**config.mk**
```make
export PLATFORM = sky130hd
export DESIGN_NAME = cp_xfer_seq
export DESIGN_NICKNAME = d
export VERILOG_FILES = /design/src/rtl/cp_xfer_seq.sv
export SDC_FILE = /design/constraint.sdc
export NUM_CORES = 1
export LEC_CHECK = 0
export BUFFER_PORTS_ARGS = -buffer_cell sky130_fd_sc_hd__buf_4
export CELL_PAD_IN_SITES_DETAIL_PLACEMENT = 1
export CELL_PAD_IN_SITES_GLOBAL_PLACEMENT = 1
export CORE_ASPECT_RATIO = 1.5
export CORE_MARGIN = 2
export CORE_UTILIZATION = 35
export CTS_CLUSTER_DIAMETER = 80
export CTS_CLUSTER_SIZE = 16
export DETAILED_ROUTE_END_ITERATION = 8
export PLACE_DENSITY_LB_ADDON = 0.2
export SLEW_MARGIN = 30
export SYNTH_ARGS = -nofsm -noshare
export SYNTH_HDL_FRONTEND = slang
export SYNTH_SLANG_ARGS = --single-unit
```
**constraint.sdc**
```tcl
create_clock -name clk -period 14 [get_ports clk]
set_input_delay 0.7 -clock clk [delete_from_list [all_inputs] [get_ports clk]]
set_output_delay 0.7 -clock clk [all_outputs]
set_load 0.03 [all_outputs]
```
**src/rtl/cp_xfer_seq.sv**
```systemverilog
module cp_xfer_seq #(
  parameter int DW     = 32,
  parameter int RW     = 4,
  parameter int CPW    = 4,
  parameter int OPW    = 3,
  parameter int INW    = 3,
  parameter int PC_OFS = 12
) (
  input  logic           clk,
  input  logic           rst,
  input  logic           start,
  input  logic           cond_pass,
  input  logic           dir_rd,
  input  logic [CPW-1:0] cp_sel,
  input  logic [OPW-1:0] opc,
  input  logic [INW-1:0] info,
  input  logic [RW-1:0]  crn,
  input  logic [RW-1:0]  crm,
  input  logic [RW-1:0]  rd,
  input  logic [DW-1:0]  pc_cur,
  input  logic [DW-1:0]  rd_val,
  input  logic           cp_busy,
  input  logic           cp_absent,
  input  logic [DW-1:0]  cp_rdata,
  output logic           cp_req,
  output logic           cp_dir,
  output logic [CPW-1:0] cp_sel_o,
  output logic [OPW-1:0] opc_o,
  output logic [INW-1:0] info_o,
  output logic [RW-1:0]  crn_o,
  output logic [RW-1:0]  crm_o,
  output logic [DW-1:0]  cp_wdata,
  output logic [1:0]     cyc_type,
  output logic           done,
  output logic           undef,
  output logic           reg_we,
  output logic [RW-1:0]  reg_idx,
  output logic [DW-1:0]  reg_data,
  output logic           flag_we,
  output logic [3:0]     flags
);

  localparam logic [RW-1:0] PC_REG = '1;
  localparam logic [1:0] CT_IDLE = 2'd0, CT_SEQ = 2'd1, CT_INT = 2'd2, CT_XFR = 2'd3;

  typedef enum logic [2:0] {
    ST_IDLE, ST_SEQ, ST_WAIT, ST_XTRA, ST_XFER, ST_DONE, ST_ABT
  } st_t;

  st_t           st;
  logic [RW-1:0] rd_q;
  logic [DW-1:0] rdata_q;
  logic          to_pc;

  always_ff @(posedge clk) begin
    if (rst) begin
      st <= ST_IDLE;
    end else begin
      case (st)
        ST_IDLE: if (start && cond_pass) begin
          st       <= ST_SEQ;
          cp_dir   <= dir_rd;
          cp_sel_o <= cp_sel;
          opc_o    <= opc;
          info_o   <= info;
          crn_o    <= crn;
          crm_o    <= crm;
          rd_q     <= rd;
          cp_wdata <= (rd == PC_REG) ? pc_cur + DW'(PC_OFS) : rd_val;
        end
        ST_SEQ:  st <= cp_absent ? ST_ABT : cp_busy ? ST_WAIT : cp_dir ? ST_XTRA : ST_XFER;
        ST_WAIT: st <= cp_busy ? ST_WAIT : cp_dir ? ST_XTRA : ST_XFER;
        ST_XTRA: st <= ST_XFER;
        ST_XFER: begin
          rdata_q <= cp_rdata;
          st      <= ST_DONE;
        end
        default: st <= ST_IDLE;
      endcase
    end
  end

  always_comb begin
    case (st)
      ST_SEQ:           cyc_type = CT_SEQ;
      ST_WAIT, ST_XTRA: cyc_type = CT_INT;
      ST_XFER:          cyc_type = CT_XFR;
      default:          cyc_type = CT_IDLE;
    endcase
  end

  assign cp_req   = cyc_type != CT_IDLE;
  assign done     = st == ST_DONE;
  assign undef    = st == ST_ABT;
  assign to_pc    = rd_q == PC_REG;
  assign reg_we   = done && cp_dir && !to_pc;
  assign flag_we  = done && cp_dir && to_pc;
  assign reg_idx  = rd_q;
  assign reg_data = rdata_q;
  assign flags    = rdata_q[DW-1 -: 4];

endmodule

```
==> results.cfg <==
[clock_tree]
cts.htree.levels = 3
cts_hold_buf = 0
clk_pin_slew_ns = 0.06
clkSinkCount = 90
cts_resized = 0
insertion_delay_ns = 0.33
cts_root_buf = clkbuf_16
post_cts_buffers = 0
cts_tree = built
cts_buffer_depth = 2
cts_buffers = 9

[placed_design]
dpl.cell_count = 639
hpwl_mm = 9.08
io_buffer_count = 222
place_congestion = 0.768

[logic_synthesis]
ys_types = 35
synth-edff-count = 87
synthArstFlopShare_pct = 0
synthesis.nets = 409
syn_area_um2 = 3800
synth.ff_latch_count = 90
seq_area_frac_synth_pct = 70.3
synth_ff_type = edfxtp_1
syn_inst = 283
avgSynthCellArea_um2 = 13.4
synth_warnings = 0

[timing]
maxSlewViolCount = 0
rsz0062_at_grt = no
fin_setup_tns_ns = 0
layout_min_cycle_time_ns = 2.26
fin_crit_sh_pct = 16.1
skew_ns = 0.00768
finalHoldViolCount = 0
fmax_ghz = 0.443
finalSetupViolCount = 0
max_slew_margin_pct = 51.2
tightest_slew_ns = 0.729

[finish]
utilization_pct = 55.9
antennaDiodeCount = 0
fin_nets = 632
drive_gt1_share_pct = 50.1
syn_to_final_growth_pct = 55.5
final_cell_count_no_fill = 655

[routing]
wirelength_mm = 11.3
drtAntennaViolNets = 0
drc_errors = 0
drt-vias-per-instance = 4.68
vias = 3064
wl_per_cell_um = 17.2
drt-pass1-iter-count = 4
initialDrtViolationCount = 86

[die]
ios = 223
die_w_um = 89.1
die_y_um = 132
initial_core_util_pct = 35.9
die_area_um2 = 11700
fp.coreArea_um2 = 10600
fp-row-count = 46

[global_routing]
grt_overflow = 0
track_usage_pct = 18.7
first_global_vias = 3165
grt_pass1_wl_mm = 16.4
antenna_found_initial = 0
grt_max_degree = 63

[power]
ir_worst_vdd_mv = 0.0604
leakage_nw = 2.45
power_density_nw_per_um2 = 130

[setup_path]
criticalPathCategory = reg2out
worstPathRequired_ns = 13.30
setup.worst_path.end_class = output pin
crit_arrival_ns = 1.56
critPathMaxFanout = 8
cp-start-kind = flip-flop

[status]
status = finished, final reports clean

[flow_run]
cap_violations = 0

[hold_path]
hold_class = in2reg
-- flip-flops by register name, summed over array words and instances (netlist names) --
name / cells
cp_dir: 1
reg_idx: 4
crm_o: 4
st: 3
info_o: 3
cp_wdata: 32
reg_data: 32
opc_o: 3
cp_sel_o: 4
crn_o: 4
-- final timing paths --
check / startpoint / endpoint / slack [ns] / cells past startpoint
worst max register to register: st[1] / cp_wdata[31] / 12.12 / 3
worst min register to register: st[2] / st[1] / 0.69 / 1
worst max-delay path: st[0] / reg_we / 11.74 / 4
worst min-delay path: crn[2] / crn_o[2] / 0.54 / 1
-- layout make-up --
type	instances	area [um2]
Clock inverter	7	66.3
Sequential cell	90	2670
Fill cell	1172	4670
Multi-Input combinational cell	174	1060
Inverter	5	18.8
Tap cell	144	180
Timing Repair Buffer	226	1700
Clock buffer	9	225
-- per-stage QoR --
step	setup WS (ns)	cell area, um2	hold slack [ns]	power [mW]
after floorplan	6.89	3800	0.696	0.454
after global placement	11.53	5620	0.672	0.533
after detailed placement	11.43	5620	0.693	0.539
after CTS	11.72	5920	0.526	0.777
after global routing	11.60	5920	0.525	0.800
final	11.74	5920	0.539	0.768
-- per-layer routing --
layer / track usage, % / vias to the layer above / wire length, um
li1: - / 1474 / -
met1: 18.7 / 1411 / 3720
met2: 34.1 / 159 / 6070
met3: 6.34 / 20 / 1200
met4: 7.30 / 0 / 269
met5: 0 / - / 0
-- placed cells by master, fill, tap and decap left out, types with 5 or more instances in the layout --
cell type,netlist,final
nor2_1,15,15
nand3_1,7,7
nor3_1,6,6
nand2_1,43,43
and3_1,6,6
buf_4,4,226
edfxtp_1,87,87
xor2_1,14,14
xnor2_1,17,17
nand4_1,10,10
o21ai_0,29,29
inv_1,5,5
clkbuf_16,0,9
-- Yosys cell counts, drive strengths merged (2+ instances only) --
cell type	instances	area (um2)
nand4	10	62.6
nor4b	2	32.5
clkbuf	9	33.8
xnor2	17	149
mux2	3	33.8
xor2	14	123
and3	7	45.1
nor2	15	56.3
dfxtp	3	60.1
edfxtp	87	2610
buf	5	35.0
o21ai	32	164
nand2	43	161
inv	5	18.8
nor3	9	60.1
nand3	8	45.0
a21oi	3	15.0
-- cell families (layout without fill, tap and decap cells) --
family | count (synthesis) | in the layout | share of synthesized area [%]
and+or+nand+nor | 101 | 101 | 13.6
DFF | 90 | 90 | 70.3
buffers and inverters | 19 | 247 | 2.30
xor gates and xnor gates | 31 | 31 | 7.14
muxes | 3 | 3 | 0.888
adders and majority gates | 1 | 1 | 0.329
AOI/OAI and AO/OA | 38 | 38 | 5.49
-- worst max-delay path: stages, from the launching register on --
cell,delay [ns]
dfxtp_1,0.51
nor2b_1,0.21
and2_1,0.19
and3_1,0.16
buf_4,0.16
-- report_power, final --
part | internal, mW | total [mW] | leakage (nW) | switching [mW]
sequential | 0.327 | 0.343 | 0.815 | 0.0166
combinational | 0.0768 | 0.188 | 1.49 | 0.111
clock | 0.138 | 0.237 | 0.147 | 0.0986
total | 0.542 | 0.768 | 2.45 | 0.226
Note: power is estimated with default switching activity, not from simulation.
